<file path="src/rtl/xs3fp_pkg.sv">
package xs3fp_pkg;

  localparam int EXP_BIAS = 50;
  localparam int EXP_CODE_MAX = 99;

  typedef enum logic [2:0] {
    ST_IDLE,
    ST_ALIGN,
    ST_ADD,
    ST_FIX,
    ST_NORM,
    ST_DONE
  } seq_state_t;

  function automatic logic [3:0] xs3_dec(input logic [3:0] c);
    return c - 4'd3;
  endfunction

  function automatic logic [3:0] xs3_enc(input logic [3:0] d);
    return d + 4'd3;
  endfunction

endpackage

</file>
<file path="src/rtl/dec_digit_add.sv">
module dec_digit_add (
  input  logic [3:0] a,
  input  logic [3:0] b,
  input  logic       ci,
  output logic [3:0] s,
  output logic       co
);
  logic [4:0] raw;

  always_comb begin
    raw = {1'b0, a} + {1'b0, b} + {4'd0, ci};
    co  = (raw > 5'd9);
    s   = raw[3:0] + (co ? 4'd6 : 4'd0);
  end
endmodule

</file>
<file path="src/rtl/dec_ripple_add.sv">
module dec_ripple_add #(
  parameter int ND = 9
) (
  input  logic [4*ND-1:0] x,
  input  logic [4*ND-1:0] y,
  input  logic            ci,
  output logic [4*ND-1:0] s,
  output logic            co
);
  logic [ND:0] cc;

  assign cc[0] = ci;

  for (genvar g = 0; g < ND; g++) begin : g_dig
    dec_digit_add u_dig (
      .a (x[4*g +: 4]),
      .b (y[4*g +: 4]),
      .ci(cc[g]),
      .s (s[4*g +: 4]),
      .co(cc[g+1])
    );
  end

  assign co = cc[ND];
endmodule

</file>
<file path="src/rtl/xs3_fp_addsub.sv">
module xs3_fp_addsub
  import xs3fp_pkg::*;
#(
  parameter int NDIG = 8
) (
  input  logic              clk,
  input  logic              rst_n,
  input  logic              start,
  input  logic              sub,
  input  logic [4*NDIG+8:0] opa,
  input  logic [4*NDIG+8:0] opb,
  output logic [4*NDIG+8:0] result,
  output logic              done,
  output logic              ovf,
  output logic              unf
);
  localparam int FW = 4 * NDIG;   // fraction field width
  localparam int GW = FW + 4;     // fraction plus one guard digit
  localparam int W  = FW + 9;     // full operand width

  function automatic logic [FW-1:0] frac_dec(input logic [FW-1:0] c);
    logic [FW-1:0] r;
    for (int i = 0; i < NDIG; i++) r[4*i +: 4] = xs3_dec(c[4*i +: 4]);
    return r;
  endfunction

  function automatic logic [FW-1:0] frac_enc(input logic [FW-1:0] d);
    logic [FW-1:0] r;
    for (int i = 0; i < NDIG; i++) r[4*i +: 4] = xs3_enc(d[4*i +: 4]);
    return r;
  endfunction

  function automatic logic [GW-1:0] nines(input logic [GW-1:0] v);
    logic [GW-1:0] r;
    for (int i = 0; i <= NDIG; i++) r[4*i +: 4] = 4'd9 - v[4*i +: 4];
    return r;
  endfunction

  function automatic logic signed [8:0] exp_dec(input logic [7:0] c);
    logic [8:0] t, o;
    t = {5'd0, xs3_dec(c[7:4])};
    o = {5'd0, xs3_dec(c[3:0])};
    return $signed(t * 9'd10 + o);
  endfunction

  function automatic logic [7:0] exp_enc(input logic [6:0] e);
    logic [6:0] t, o;
    t = e / 7'd10;
    o = e % 7'd10;
    return {xs3_enc(t[3:0]), xs3_enc(o[3:0])};
  endfunction

  localparam logic [W-1:0] ZERO_CODE =
    {1'b0, exp_enc(7'(EXP_BIAS)), {NDIG{4'h3}}};

  // reset: asserted asynchronously, released on a clock edge
  logic [1:0] rsync_q;
  logic       rst_int_n;

  always_ff @(posedge clk or negedge rst_n) begin
    if (!rst_n) rsync_q <= 2'b00;
    else        rsync_q <= {rsync_q[0], 1'b1};
  end
  assign rst_int_n = rsync_q[1];

  seq_state_t            state_q, state_d;
  logic [GW-1:0]         fa_q, fa_d, fb_q, fb_d, fr_q, fr_d;
  logic signed [8:0]     ea_q, ea_d, eb_q, eb_d, er_q, er_d;
  logic                  sa_q, sa_d, sb_q, sb_d, sr_q, sr_d;
  logic                  mixd_q, mixd_d, pos_q, pos_d;
  logic [W-1:0]          res_q, res_d;
  logic                  ovf_q, ovf_d, unf_q, unf_d;
  logic                  dp_en, out_en;

  logic [GW-1:0]         add_x, add_y, add_s;
  logic                  add_ci, add_co;
  logic [3:0]            guard_dig, lead_dig;

  assign guard_dig = fr_q[GW-1 -: 4];
  assign lead_dig  = fr_q[FW-1 -: 4];

  // shared decimal adder: signed-fraction sum, then recomplement
  always_comb begin
    add_x  = nines(fr_q);
    add_y  = '0;
    add_ci = 1'b1;
    if (state_q == ST_ADD) begin
      if (sa_q == sb_q) begin
        add_x  = fa_q;
        add_y  = fb_q;
        add_ci = 1'b0;
      end else begin
        add_x  = sa_q ? fb_q : fa_q;
        add_y  = nines(sa_q ? fa_q : fb_q);
        add_ci = 1'b1;
      end
    end
  end

  dec_ripple_add #(.ND(NDIG + 1)) u_add (
    .x (add_x),
    .y (add_y),
    .ci(add_ci),
    .s (add_s),
    .co(add_co)
  );

  // next-state and datapath
  always_comb begin
    state_d = state_q;
    fa_d = fa_q;  fb_d = fb_q;  fr_d = fr_q;
    ea_d = ea_q;  eb_d = eb_q;  er_d = er_q;
    sa_d = sa_q;  sb_d = sb_q;  sr_d = sr_q;
    mixd_d = mixd_q;  pos_d = pos_q;
    res_d = res_q;  ovf_d = ovf_q;  unf_d = unf_q;

    case (state_q)
      ST_IDLE: begin
        if (start) begin
          fa_d = {4'h0, frac_dec(opa[FW-1:0])};
          fb_d = {4'h0, frac_dec(opb[FW-1:0])};
          ea_d = exp_dec(opa[W-2:FW]);
          eb_d = exp_dec(opb[W-2:FW]);
          if (fa_d == '0)      ea_d = eb_d;
          else if (fb_d == '0) eb_d = ea_d;
          sa_d = opa[W-1];
          sb_d = opb[W-1] ^ sub;
          state_d = ST_ALIGN;
        end
      end
      ST_ALIGN: begin
        if (ea_q == eb_q) begin
          state_d = ST_ADD;
        end else if (ea_q < eb_q) begin
          if (fa_q == '0) ea_d = eb_q;
          else begin
            fa_d = fa_q >> 4;
            ea_d = ea_q + 9'sd1;
          end
        end else begin
          if (fb_q == '0) eb_d = ea_q;
          else begin
            fb_d = fb_q >> 4;
            eb_d = eb_q + 9'sd1;
          end
        end
      end
      ST_ADD: begin
        fr_d    = add_s;
        er_d    = ea_q;
        sr_d    = sa_q;
        mixd_d  = sa_q ^ sb_q;
        pos_d   = add_co;
        state_d = ST_FIX;
      end
      ST_FIX: begin
        if (mixd_q && !pos_q) begin
          fr_d = add_s;
          sr_d = 1'b1;
        end else if (mixd_q) begin
          sr_d = 1'b0;
        end
        state_d = ST_NORM;
      end
      ST_NORM: begin
        if (guard_dig != 4'd0) begin
          fr_d = fr_q >> 4;
          er_d = er_q + 9'sd1;
        end else if (fr_q == '0) begin
          res_d = ZERO_CODE;
          ovf_d = 1'b0;
          unf_d = 1'b0;
          state_d = ST_DONE;
        end else if (lead_dig == 4'd0) begin
          fr_d = fr_q << 4;
          er_d = er_q - 9'sd1;
        end else begin
          if (er_q < 9'sd0) begin
            res_d = ZERO_CODE;
            ovf_d = 1'b0;
            unf_d = 1'b1;
          end else if (er_q > 9'sd99) begin
            res_d = {sr_q, exp_enc(7'(EXP_CODE_MAX)), frac_enc(fr_q[FW-1:0])};
            ovf_d = 1'b1;
            unf_d = 1'b0;
          end else begin
            res_d = {sr_q, exp_enc(er_q[6:0]), frac_enc(fr_q[FW-1:0])};
            ovf_d = 1'b0;
            unf_d = 1'b0;
          end
          state_d = ST_DONE;
        end
      end
      ST_DONE: state_d = ST_IDLE;
      default: state_d = ST_IDLE;
    endcase
  end

  assign dp_en  = (state_q != ST_IDLE) || start;
  assign out_en = (state_q == ST_NORM);

  always_ff @(posedge clk or negedge rst_int_n) begin
    if (!rst_int_n) begin
      state_q <= ST_IDLE;
      fa_q <= '0;  fb_q <= '0;  fr_q <= '0;
      ea_q <= '0;  eb_q <= '0;  er_q <= '0;
      sa_q <= 1'b0;  sb_q <= 1'b0;  sr_q <= 1'b0;
      mixd_q <= 1'b0;  pos_q <= 1'b0;
      res_q <= ZERO_CODE;
      ovf_q <= 1'b0;
      unf_q <= 1'b0;
    end else begin
      state_q <= state_d;
      if (dp_en) begin
        fa_q <= fa_d;  fb_q <= fb_d;  fr_q <= fr_d;
        ea_q <= ea_d;  eb_q <= eb_d;  er_q <= er_d;
        sa_q <= sa_d;  sb_q <= sb_d;  sr_q <= sr_d;
        mixd_q <= mixd_d;  pos_q <= pos_d;
      end
      if (out_en) begin
        res_q <= res_d;
        ovf_q <= ovf_d;
        unf_q <= unf_d;
      end
    end
  end

  assign result = res_q;
  assign done   = (state_q == ST_DONE);
  assign ovf    = ovf_q;
  assign unf    = unf_q;

endmodule

</file>
<file path="config.mk">
export PLATFORM = sky130hd
export DESIGN_NAME = xs3_fp_addsub
export DESIGN_NICKNAME = d
export VERILOG_FILES = /design/src/rtl/xs3fp_pkg.sv /design/src/rtl/dec_digit_add.sv /design/src/rtl/dec_ripple_add.sv /design/src/rtl/xs3_fp_addsub.sv
export SDC_FILE = /design/constraint.sdc
export NUM_CORES = 1
export LEC_CHECK = 0
export BUFFER_PORTS_ARGS = -buffer_cell sky130_fd_sc_hd__buf_2
export CAP_MARGIN = 20
export CORE_MARGIN = 1
export CORE_UTILIZATION = 43
export CTS_CLUSTER_DIAMETER = 50
export DETAILED_ROUTE_END_ITERATION = 8
export PLACE_DENSITY_LB_ADDON = 0.2
export SETUP_SLACK_MARGIN = 0.3
export SYNTH_ARGS = -nofsm -noshare
export SYNTH_HDL_FRONTEND = slang
export SYNTH_SLANG_ARGS = --single-unit
</file>
<file path="constraint.sdc">
create_clock -name clk -period 12 [get_ports clk]
set_input_delay 2.4 -clock clk [delete_from_list [all_inputs] [get_ports clk]]
set_output_delay 2.4 -clock clk [all_outputs]
set_load 0.005 [all_outputs]
</file>
# After elaboration in Yosys (flattened, before gate mapping)
# Cells that the tools add are included.
[word_totals]
regBits = 188
inputBits = 86
out_inout_bits = 44
[classes]
n_mul = 2
muxes = 69
reduce_logical = 27
n_eq_ne = 21
div = 2
n_bitwise = 3
add_sub_neg = 81
order_cmp = 12
[op_table]
columns = ["op", "count"]
rows = [
  ["36-bit two-way mux", 18],
  ["36-bit case mux with 2 select lines", 2],
  ["9-bit two-way mux", 14],
  ["41-bit two-way mux", 3],
  ["36-bit zero test", 3],
  ["36-bit case mux with 3 select lines", 1],
  ["4-bit by 2-bit subtractor with 4-bit output (second input constant)", 20],
  ["4-bit subtractor (first input constant)", 18],
  ["32-bit zero test", 2],
  ["9-bit case mux with 2 select lines", 3],
  ["4-bit by 4-bit adder with 5-bit output", 9],
  ["5-bit by 1-bit adder with 5-bit output", 9],
  ["5-bit by 4-bit greater-than comparator with 1-bit output (second input constant)", 9],
  ["3-bit two-way mux", 14],
  ["4-bit by 2-bit adder with 4-bit output (second input constant)", 10],
  ["40-bit two-way mux", 1],
  ["4-bit by 3-bit adder with 4-bit output", 9],
  ["9-bit by 2-bit adder with 9-bit output (second input constant)", 3],
  ["2-bit != test (second input constant)", 10],
  ["8-bit by 4-bit adder with 9-bit output", 2],
  ["3-bit case mux with 5 select lines", 1],
  ["5-bit AND reduction", 3],
  ["4-bit by 3-bit multiplier with 7-bit output (second input constant)", 2],
  ["6-bit AND reduction", 2],
  ["other kinds (28)", 49],
]

# Depth between registers and ports, before layout
# Gate-level depths: netlist (run 1).
[logic_depth]
ltp_word = 27
depth_mapped = 80
mapped_depth_nobuf = 76

# Hierarchy
# From an unflattened synthesis (run 1), not the netlist that was laid out.
[hier_totals]
cells_unflattened = 1957
hier_area_um2 = 15957.8
[modules_own_cells]
columns = ["mod", "area_per_inst_um2", "seq_area_each_um2", "instances", "cells_per_inst"]
rows = [
  ["xs3_fp_addsub", 13964.6, 4528.1, 1, 1768],
  ["dec_digit_add", 221.5, 0.0, 9, 21],
]

# Worst setup path after synthesis (run 1)
# No wires, ideal clock.
[synth_path]
kind = "flip-flop to flip-flop"
start = "register sa_q"
end = "register fr_q[34]"
required_ps = 11869
synth_period_minus_slack_ps = 13133
arrival_time_ps = 13003
n_path_buf = 4
setup_ps = 131
setup_slack_ps = -1133
path_stages_with_launch = 69
path_cell_list = "dfrtp_1 > clkbuf_1 > buf_1 > buf_1 > mux2i_1 > ha_1 > nor2_1 > a22o_1 > a221oi_1 > nor2_1 > ha_1 > xnor2_1 > o21ai_0 > nand2_1 > inv_1 > fa_1 > inv_1 > fa_1 > [... 33 more ...] > o21ai_0 > nand2_1 > inv_1 > fa_1 > inv_1 > fa_1 > o21ai_0 > nand2_1 > ha_1 > clkbuf_1 > ha_1 > nor2_1 > nor2_1 > o21ai_0 > ha_1 > fa_1 > a221oi_1 > a21oi_1"
[synth_between]
elab_chain_cells = 27
[synth_rtl]
columns = ["item", "line_no", "source"]
rows = [
  ["start: declaration", "xs3_fp_addsub.sv:69", "logic sa_q, sa_d, sb_q, sb_d, sr_q, sr_d;"],
  ["start signal: assignment", "xs3_fp_addsub.sv:207", "sa_q <= 1'b0; sb_q <= 1'b0; sr_q <= 1'b0;"],
  ["start signal: assignment", "xs3_fp_addsub.sv:217", "sa_q <= sa_d; sb_q <= sb_d; sr_q <= sr_d;"],
  ["36-bit two-way mux", "xs3_fp_addsub.sv:94", "add_y = nines(sa_q ? fa_q : fb_q);"],
  ["4-bit subtractor", "xs3_fp_addsub.sv:35", "for (int i = 0; i <= NDIG; i++) r[4*i +: 4] = 4'd9 - v[4*i +: 4];"],
  ["36-bit two-way mux", "xs3_fp_addsub.sv:88", "if (sa_q == sb_q) begin"],
  ["36-bit two-way mux", "xs3_fp_addsub.sv:87", "if (state_q == ST_ADD) begin"],
  ["4-bit by 4-bit adder with 5-bit output", "dec_digit_add.sv:11", "raw = {1'b0, a} + {1'b0, b} + {4'd0, ci};"],
  ["5-bit by 1-bit adder with 5-bit output", "dec_digit_add.sv:11", ""],
  ["5-bit by 4-bit greater-than comparator with 1-bit output", "dec_digit_add.sv:12", "co = (raw > 5'd9);"],
  ["5-bit by 1-bit adder with 5-bit output", "dec_digit_add.sv:11", ""],
  ["[... 12 more ...]", "n/a", ""],
  ["5-bit by 4-bit greater-than comparator with 1-bit output", "dec_digit_add.sv:12", ""],
  ["5-bit by 1-bit adder with 5-bit output *", "dec_digit_add.sv:11", ""],
  ["5-bit by 4-bit greater-than comparator with 1-bit output *", "dec_digit_add.sv:12", ""],
  ["via add_co", "xs3_fp_addsub.sv:76", "logic add_ci, add_co;"],
  ["3-bit two-way mux *", "dec_digit_add.sv:13", "s = raw[3:0] + (co ? 4'd6 : 4'd0);"],
  ["4-bit by 3-bit adder with 4-bit output *", "dec_digit_add.sv:13", ""],
  ["36-bit two-way mux", "xs3_fp_addsub.sv:157", "if (mixd_q && !pos_q) begin"],
  ["36-bit case mux with 3 select lines *", "xs3_fp_addsub.sv:117", "case (state_q)"],
  ["end signal: assignment", "xs3_fp_addsub.sv:205", "fa_q <= '0; fb_q <= '0; fr_q <= '0;"],
  ["end signal: assignment", "xs3_fp_addsub.sv:215", "fa_q <= fa_d; fb_q <= fb_d; fr_q <= fr_d;"],
  ["end: declaration", "xs3_fp_addsub.sv:67", "logic [GW-1:0] fa_q, fa_d, fb_q, fb_d, fr_q, fr_d;"],
]
# Mark *: on every way through the listed nets, which the timed path passes. The rest lies on a longest branch. The select of a mux whose other input is x is not followed.
# A chain may end at the register's enable or synchronous reset.

# Worst setup path in the final report (run 1)
# Same ends and word-level chain as after synthesis.

==> results of run 1 <==
## layer usage
| layer | track usage | part of all wire |
|---|---|---|
| met3 | 0.0196 | 0.049 |
| met1 | 0.377 | 0.51 |
| met5 | 0 | 0 |
| met4 | 0.0745 | 0.021 |
| met2 | 0.358 | 0.42 |
## flip-flops by register name, indices dropped and copies added, names as in the netlist
| signal | cells |
|---|---|
| pos_q | 1 |
| rsync_q | 2 |
| ovf | 1 |
| sb_q | 1 |
| fb_q | 32 |
| sr_q | 1 |
| sa_q | 1 |
| fa_q | 32 |
| result | 41 |
| eb_q | 9 |
| er_q | 9 |
| mixd_q | 1 |
| unf | 1 |
| fr_q | 36 |
| ea_q | 9 |
| state_q | 3 |
## how the worst min path moves through the flow
| stage | start | endpoint | slack, ns | cells after the start |
|---|---|---|---|---|
| CTS | rsync_q[0]$_DFF_PN0_ | rsync_q[1]$_DFF_PN0_ | 0.36 | 0 |
| detailed placement | rsync_q[0]$_DFF_PN0_ | rsync_q[1]$_DFF_PN0_ | 0.34 | 0 |
| global placement | rsync_q[0]$_DFF_PN0_ | rsync_q[1]$_DFF_PN0_ | 0.34 | 0 |
| floorplan | rsync_q[0]$_DFF_PN0_ | rsync_q[1]$_DFF_PN0_ | 0.33 | 0 |
| global route | rsync_q[0]$_DFF_PN0_ | rsync_q[1]$_DFF_PN0_ | 0.36 | 0 |
| finish | rsync_q[1]$_DFF_PN0_ | er_q[5]$_DFFE_PN0P_ | 0.34 | 0 |
## cell usage in the layout, fill, tap and decap left out, drive strengths merged, types with 18 or more instances in the layout
master and instances:
a21o 23, a21oi 200, a22o 28, buf 204, clkbuf 18, dfrtp 161, dfstp 19, fa 30
ha 152, inv 78, mux2i 84, nand2 290, nand3 19, nand4 18, nor2 159, nor4 20
o211ai 20, o21ai 182, xnor2 74, xor2 57
## per-stage QoR
stage                     TNS, ns  instance area (µm²)  hold WS, ns  setup WS (ns)
after floorplan                 0                15600        0.331          0.227
after global placement          0                16600        0.336          0.163
after detailed placement   -0.162                16600        0.339         -0.120
after CTS                       0                17400        0.355          0.348
after global routing       -0.639                17700        0.359         -0.378
final                           0                17700        0.343          0.255
## cell families (layout without fill, tap and decap cells)
| group | after synthesis | after routing | synth area share |
|---|---|---|---|
| xor gates and xnor gates | 131 | 131 | 0.0744 |
| AOI/OAI and AO/OA | 547 | 547 | 0.210 |
| DFF | 180 | 180 | 0.294 |
| and+or+nand+nor | 558 | 558 | 0.153 |
| muxes | 88 | 88 | 0.0574 |
| adders and majority gates | 183 | 183 | 0.163 |
| other | 1 | 1 | 0.000243 |
| buffers and inverters | 188 | 311 | 0.0484 |
## cell type report
| type | instances | area share |
|---|---|---|
| tap | 455 | 0.0321 |
| clock buffer | 18 | 0.0248 |
| multi-input combinational | 1508 | 0.591 |
| clock inverter | 14 | 0.0114 |
| inverter | 75 | 0.0159 |
| timing repair buffer | 204 | 0.0691 |
| sequential | 180 | 0.256 |
## timing repair
action	4_1_cts	5_1_grt
gates resized for setup	5	49
endpoints found under the setup margin	3	5
setup buffers	18	16
pin swaps	13	36
## worst register-to-register path: cells and delay by family, from the launching register on
kind | cells | cell delay (ns)
adder cells (fa/ha/maj) | 19 | 5.68
multiplexers | 1 | 0.26
AO/OA/AOI/OAI | 18 | 2.84
AND/OR/NAND/NOR | 11 | 0.97
flip-flops | 1 | 0.49
buffers and inverters | 14 | 0.83
XOR/XNOR | 3 | 0.56
==> results.py, run 1 <==
metrics = {
    "routing": {
        "vias": 13700,
        "wl_per_cell_um": 18.0,
        "antenna_left": 0,
        "drtIter0Drc": 1162,
        "drc": 0,
        "routed_wl_mm": 44.3,
        "drtPass1Iterations": 5,
        "avgViaCountPerCell": 5.58,
    },
    "synth": {
        "synth_area_um2": 15400,
        "synth.most_common_cell": "nand2_1",
        "ys.flop_type": "dfrtp_1",
        "synth_commonest_cells": "289 x nand2_1, 199 x a21oi_1, 161 x dfrtp_1",
        "synth_top_area_frac": 0.261,
        "synth.top_cells.by_area": "dfrtp_1 26%, ha_1 12%, nand2_1 7.0%",
        "yosys_warnings": 0,
        "syn_avg_cell_area_um2": 8.22,
        "yosysSeqAreaShare": 0.294,
        "yosysUniqueCellTypes": 66,
        "synth_edf_count": 0,
        "synthCells": 1876,
        "synthArstFlopShare": 1.00,
        "synth-seq-cells": 180,
        "yosysTopAreaCell": "dfrtp_1",
        "syn_nets": 2144,
    },
    "setup_path": {
        "crit_path_end": "fr_q[34]$_DFFE_PN0P_",
        "path_common_cell": "fa_2",
        "arrival_ns": 12.04,
        "cpMaxStageDelayCell": "dfrtp_2",
        "worstSetupEndpointType": "register",
        "timing.rr.start": "sa_q$_DFFE_PN0P_",
        "cp.depth": 66,
        "slowest_delay_ns": 0.49,
        "crit_path_start_kind": "register",
        "reg2regPathDepth": 66,
        "rrSetupSlack_ns": 0.26,
        "cp_top_family": "adder cells",
        "critPathLaunch": "sa_q$_DFFE_PN0P_",
        "path_class": "register to register",
        "path_buf_inv": 14,
        "path_max_fanout": 7,
        "required_ns": 12.29,
        "r2r-end": "fr_q[34]$_DFFE_PN0P_",
    },
    "clock_tree": {
        "cts_max_path_buffers": 2,
        "cts-root-buf": "clkbuf_16",
        "worstSkewPairLatency_ns": 0.44,
        "cts.sinks": 180,
        "postCtsHoldBufs": 0,
        "cts-htree-levels": 4,
        "cts_tree": "yes",
        "cts_made_buffers": 17,
        "clkTransAtPathRegs_ns": 0.08,
    },
    "sta": {
        "max_freq_mhz": 85.1,
        "rsz0062_at_grt": "yes",
        "drv_slew": 0,
        "finalHoldViolCount": 0,
        "worst_slew_pin_slew_ns": 1.04,
        "post-route-period-util": 0.979,
        "slew_headroom": 0.305,
        "fin_crit_ns": 11.74,
        "setup_viol": 0,
        "skew_ns": 0.0122,
    },
    "layout": {
        "regArea_um2": 4530,
        "n_antenna_cell": 0,
        "multi_input_area_um2": 10500,
        "final_nets": 2254,
        "syn2layout_area_growth_pct": 15.0,
        "fin_cells": 2454,
        "fillCellCount": 3409,
        "post-route-util": 0.508,
        "drive_gt1_frac": 0.173,
    },
    "placed_design": {
        "dp.cells": 2387,
        "gp_congestion": 0.885,
        "dpl.hpwl_mm": 33.0,
        "numPortBuffers": 129,
    },
    "grt": {
        "overflow": 0,
        "first_global_vias": 12800,
        "antenna_found_initial": 0,
        "grt_max_degree": 91,
        "grt_pass1_wl_mm": 70.4,
        "grt.total_usage": 0.245,
    },
    "hold_path": {
        "hp-class": "register to asynchronous set/reset pin",
    },
    "die": {
        "std_cell_rows": 68,
        "die-area_um2": 36600,
        "initial_core_util": 0.442,
        "io-pin-count": 130,
        "die_x_um": 191,
        "die_y_um": 191,
        "core_area_um2": 34900,
    },
    "status": {
        "status": "complete, no violations",
    },
    "flow_run": {
        "drv_cap": 0,
    },
}
Power of run 1 is not shown: default switching activity piles up to over one toggle a cycle in this logic, so the estimate is an artifact.
==> inputs of run 2 (changes only) <==
--- a/config.mk
+++ b/config.mk
@@ -12,6 +12,7 @@
 export CTS_CLUSTER_DIAMETER = 50
 export DETAILED_ROUTE_END_ITERATION = 8
 export PLACE_DENSITY_LB_ADDON = 0.2
+export RECOVER_POWER = 100
 export SETUP_SLACK_MARGIN = 0.3
 export SYNTH_ARGS = -nofsm -noshare
 export SYNTH_HDL_FRONTEND = slang
==> results.py, run 2 (synthesis results as in run 1) <==
metrics = {
    "status": {
        "status": "finished, violations left",
        "failed_checks": "max-capacitance violations, max-slew violations",
    },
    "routing": {
        "wl_per_cell_um": 18.1,
        "drc": 0,
        "drtPass1Iterations": 5,
        "vias": 13700,
        "antenna_left": 0,
        "routed_wl_mm": 44.3,
        "drtIter0Drc": 1167,
        "avgViaCountPerCell": 5.60,
    },
    "sta": {
        "max_freq_mhz": 85.1,
        "finalHoldViolCount": 0,
        "slew_headroom": -1.70,
        "post-route-period-util": 0.979,
        "rsz0062_at_grt": "yes",
        "worst_slew_pin_slew_ns": 4.05,
        "drv_slew": 183,
        "setup_viol": 0,
        "fin_crit_ns": 11.75,
        "skew_ns": 0.0119,
    },
    "grt": {
        "overflow": 0,
        "antenna_found_initial": 0,
        "first_global_vias": 12800,
        "grt_pass1_wl_mm": 70.4,
        "grt.total_usage": 0.245,
        "grt_max_degree": 91,
    },
    "hold_path": {
        "hold_path_depth": 0,
        "hp-class": "register to register",
        "holdPathEnd": "rsync_q[1]$_DFF_PN0_",
        "min_from": "rsync_q[0]$_DFF_PN0_",
    },
    "setup_path": {
        "cpMaxStageDelayCell": "dfrtp_2",
        "path_max_fanout": 7,
        "path_class": "register to register",
        "arrival_ns": 12.04,
        "reg2regPathDepth": 66,
        "worstSetupEndpointType": "register",
        "r2r-end": "fr_q[34]$_DFFE_PN0P_",
        "timing.rr.start": "sa_q$_DFFE_PN0P_",
        "path_buf_inv": 14,
        "crit_path_start_kind": "register",
        "rrSetupSlack_ns": 0.25,
        "required_ns": 12.29,
        "path_common_cell": "fa_2",
        "cp_top_family": "adder cells",
        "slowest_delay_ns": 0.49,
    },
    "die": {
        "std_cell_rows": 68,
        "die_x_um": 191,
        "die_y_um": 191,
        "die-area_um2": 36600,
        "initial_core_util": 0.442,
        "io-pin-count": 130,
        "core_area_um2": 34900,
    },
    "clock_tree": {
        "clkTransAtPathRegs_ns": 0.08,
        "cts_tree": "yes",
        "cts.sinks": 180,
        "worstSkewPairLatency_ns": 0.44,
        "cts-root-buf": "clkbuf_16",
        "cts_max_path_buffers": 2,
        "cts-htree-levels": 4,
        "cts_made_buffers": 17,
    },
    "placed_design": {
        "numPortBuffers": 129,
        "dpl.hpwl_mm": 33.0,
        "gp_congestion": 0.885,
    },
    "layout": {
        "layout_common_cells": "284 x nand2_1, 190 x a21oi_1, 160 x dfrtp_1",
        "drive_gt1_frac": 0.171,
        "n_antenna_cell": 0,
        "final_common_cell": "nand2_1",
        "largest_reg_flops": 41,
        "syn2layout_area_growth_pct": 14.9,
        "post-route-util": 0.508,
        "final_nets": 2254,
    },
    "flow_run": {
        "drv_cap": 3,
    },
}
run 2: cell count changes in the layout (fill, tap and decap cells not counted):
cell | previous run | this run
dfrtp_4 | 1 | 0
clkbuf_1 | 0 | 3
buf_4 | 73 | 71
dfrtp_1 | 159 | 160
buf_2 | 129 | 128
run 2: worst max-delay path by stage:
stage,to,cells after the start,from,slack [ns]
floorplan,fr_q[34]$_DFFE_PN0P_,71,sa_q$_DFFE_PN0P_,0.23
CTS,fr_q[34]$_DFFE_PN0P_,63,sa_q$_DFFE_PN0P_,0.35
finish,fr_q[34]$_DFFE_PN0P_,66,sa_q$_DFFE_PN0P_,0.25
global route,fr_q[34]$_DFFE_PN0P_,66,sa_q$_DFFE_PN0P_,-0.38
global placement,fr_q[34]$_DFFE_PN0P_,66,sa_q$_DFFE_PN0P_,0.16
detailed placement,fr_q[34]$_DFFE_PN0P_,65,sa_q$_DFFE_PN0P_,-0.12
run 2: repair_timing:
action	in CTS	in global routing
pin swaps	13	36
setup endpoints to repair	3	5
hold endpoints to repair	0	0
resized for setup	5	49
setup buffers	18	16
hold buffers	0	0
run 2: routing by layer:
layer  GRT usage  routed length [µm]
met1       0.377               22600
met5           0                   0
met4      0.0745                 896
met2       0.358               18800
met3      0.0196                2090
run 2: metrics by stage:
stage / setup TNS (ns) / setup slack (ns) / cells / hold slack, ns / instance area [µm²]
finish: 0 / 0.250 / 2454 / 0.352 / 17700
global route: -0.639 / -0.378 / 2454 / 0.359 / 17700
CTS: 0 / 0.348 / 2437 / 0.355 / 17400
detailed placement: -0.162 / -0.120 / 2387 / 0.339 / 16600
global placement: 0 / 0.163 / 2387 / 0.336 / 16600
floorplan: 0 / 0.227 / 1876 / 0.331 / 15600
run 2: cell type report:
| class | count | area, µm² |
|---|---|---|
| clock inverter | 14 | 201 |
| timing repair buffer | 204 | 1220 |
| tap | 455 | 569 |
| fill | 3412 | 17200 |
| sequential | 180 | 4530 |
| clock buffer | 18 | 439 |
| multi-input combinational | 1508 | 10500 |
| inverter | 75 | 282 |
Power of run 2 is left out for the same reason.
==> inputs of run 3 (changes only) <==
--- a/config.mk
+++ b/config.mk
@@ -5,6 +5,7 @@
 export SDC_FILE = /design/constraint.sdc
 export NUM_CORES = 1
 export LEC_CHECK = 0
+export ABC_AREA = 1
 export BUFFER_PORTS_ARGS = -buffer_cell sky130_fd_sc_hd__buf_2
 export CAP_MARGIN = 20
 export CORE_MARGIN = 1
==> results.py, run 3 <==
metrics = {
    "synth": {
        "synth.top_cells.by_area": "dfrtp_1 27%, ha_1 13%, nand2_1 7.5%",
        "synth_edf_count": 0,
        "synth-seq-cells": 180,
        "synth_top_area_frac": 0.267,
        "syn_nets": 2201,
        "ys.flop_type": "dfrtp_1",
        "synthCells": 1933,
        "synth_area_um2": 15100,
        "yosysUniqueCellTypes": 48,
        "synth.most_common_cell": "nand2_1",
        "synthArstFlopShare": 1.00,
        "syn_avg_cell_area_um2": 7.80,
        "yosys_warnings": 0,
        "yosysSeqAreaShare": 0.301,
        "synth_commonest_cells": "303 x nand2_1, 216 x inv_1, 189 x o21ai_0",
        "yosysTopAreaCell": "dfrtp_1",
    },
    "die": {
        "initial_core_util": 0.436,
        "core_area_um2": 34500,
        "die_x_um": 189,
        "die_y_um": 189,
        "die-area_um2": 35800,
        "std_cell_rows": 68,
        "io-pin-count": 130,
    },
    "clock_tree": {
        "cts.sinks": 180,
        "worstSkewPairLatency_ns": 0.45,
        "cts-root-buf": "clkbuf_16",
        "cts_tree": "yes",
        "postCtsHoldBufs": 0,
        "cts-htree-levels": 4,
        "cts_max_path_buffers": 2,
        "clkTransAtPathRegs_ns": 0.08,
        "cts_made_buffers": 17,
    },
    "setup_path": {
        "path_max_fanout": 22,
        "worstSetupEndpointType": "register",
        "arrival_ns": 11.86,
        "cp_top_family": "adder cells",
        "crit_path_start_kind": "register",
        "cpMaxStageDelayCell": "fa_1",
        "required_ns": 12.36,
        "slowest_delay_ns": 0.52,
        "path_common_cell": "fa_2",
        "path_class": "register to register",
        "path_buf_inv": 16,
    },
    "sta": {
        "fin_crit_ns": 11.50,
        "drv_slew": 183,
        "finalHoldViolCount": 0,
        "worst_slew_pin_slew_ns": 3.52,
        "rsz0062_at_grt": "yes",
        "skew_ns": 0.0146,
        "setup_ws_ns": 0.500,
        "post-route-period-util": 0.958,
        "slew_headroom": -1.35,
        "max_freq_mhz": 87.0,
        "setup_viol": 0,
    },
    "grt": {
        "grt.total_usage": 0.255,
        "first_global_vias": 12800,
        "grt_pass1_wl_mm": 71.4,
        "antenna_found_initial": 0,
        "overflow": 0,
        "grt_max_degree": 80,
    },
    "routing": {
        "avgViaCountPerCell": 5.51,
        "vias": 13900,
        "antenna_left": 0,
        "drtPass1Iterations": 5,
        "wl_per_cell_um": 18.0,
        "drc": 0,
        "drtIter0Drc": 1346,
        "routed_wl_mm": 45.4,
    },
    "layout": {
        "fillCellCount": 3448,
        "finalInstanceArea_um2": 17300,
        "drive_gt1_frac": 0.171,
        "final_nets": 2328,
        "largest_reg_flops": 41,
        "fin_cells": 2528,
        "layout_common_cells": "302 x nand2_1, 204 x inv_1, 177 x o21ai_0",
        "final_common_cell": "nand2_1",
        "multi_input_area_um2": 9610,
        "post-route-util": 0.502,
        "n_antenna_cell": 0,
        "syn2layout_area_growth_pct": 15.1,
        "regArea_um2": 4530,
    },
    "placed_design": {
        "dpl.hpwl_mm": 34.7,
        "numPortBuffers": 129,
        "post-place-ws_ns": -0.416,
        "placed_area_um2": 16400,
        "dp.cells": 2462,
        "gp_congestion": 0.952,
    },
    "status": {
        "failed_checks": "max-capacitance violations, max-slew violations",
        "status": "finished, violations left",
    },
    "flow_run": {
        "drv_cap": 3,
    },
    "hold_path": {
        "hp-class": "register to register",
    },
}
-- run 3: changes by cell type in the layout (fill, tap and decap cells not counted), moves of 28 or more --
cell / before / now
a22o_1: 28 / 0
o221ai_1: 0 / 29
nor2_1: 155 / 105
a21oi_1: 190 / 133
inv_1: 61 / 204
o21ai_0: 97 / 177
mux2i_1: 83 / 0
o211ai_1: 20 / 66
-- run 3: through the flow --
step / TNS (ns) / hold WS [ns]
final: 0 / 0.352
after global routing: -0.139 / 0.361
after CTS: 0 / 0.353
after detailed placement: -0.830 / 0.336
after global placement: -0.00291 / 0.337
after floorplan: 0 / 0.331
-- run 3: layout make-up --
| cell class | instances | share of cell area |
|---|---|---|
| well taps | 455 | 0.0328 |
| flip-flops and latches | 180 | 0.261 |
| repair buffers | 194 | 0.0681 |
| clock buffers | 17 | 0.0245 |
| clock inverters | 15 | 0.00801 |
| inverters | 235 | 0.0512 |
| multi-input cells | 1432 | 0.554 |
-- run 3: kinds of logic (layout without fill, tap and decap cells) --
| group | Yosys count | after routing | synth area share |
|---|---|---|---|
| other | 1 | 1 | 0.000249 |
| xor gates and xnor gates | 122 | 122 | 0.0709 |
| AOI/OAI and AO/OA | 580 | 580 | 0.222 |
| DFF | 180 | 180 | 0.301 |
| and+or+nand+nor | 547 | 547 | 0.159 |
| buffers and inverters | 321 | 461 | 0.0820 |
| adders and majority gates | 182 | 182 | 0.166 |
-- run 3: final timing paths --
kind	from	end	slack, ns	cells past startpoint
max	sa_q$_DFFE_PN0P_	fr_q[34]$_DFFE_PN0P_	0.50	68
min	rsync_q[0]$_DFF_PN0_	rsync_q[1]$_DFF_PN0_	0.35	0
max reg2reg	sa_q$_DFFE_PN0P_	fr_q[34]$_DFFE_PN0P_	0.50	68
min reg2reg	rsync_q[0]$_DFF_PN0_	rsync_q[1]$_DFF_PN0_	0.35	0
max in group asynchronous	rsync_q[1]$_DFF_PN0_	result[37]$_DFFE_PN0P_	6.75	1
min in group asynchronous	rsync_q[1]$_DFF_PN0_	fb_q[7]$_DFFE_PN0P_	0.96	0
-- run 3: routing by layer --
| layer | global-route usage | vias up | share of wire |
|---|---|---|---|
| met3 | 0.0350 | 33 | 0.067 |
| met2 | 0.373 | 521 | 0.43 |
| met1 | 0.392 | 6542 | 0.49 |
| met4 | 0.0586 | 0 | 0.016 |
| li1 | - | 6834 | - |
| met5 | 0 | - | 0 |
-- run 3: repair_timing --
| action | in CTS | in global routing |
|---|---|---|
| setup buffers | 15 | 19 |
| endpoints found under the setup margin | 4 | 6 |
| pin swaps | 17 | 19 |
| resized for setup | 5 | 35 |
| hold endpoints to repair | 0 | 0 |
Power of run 3 is left out for the same reason.
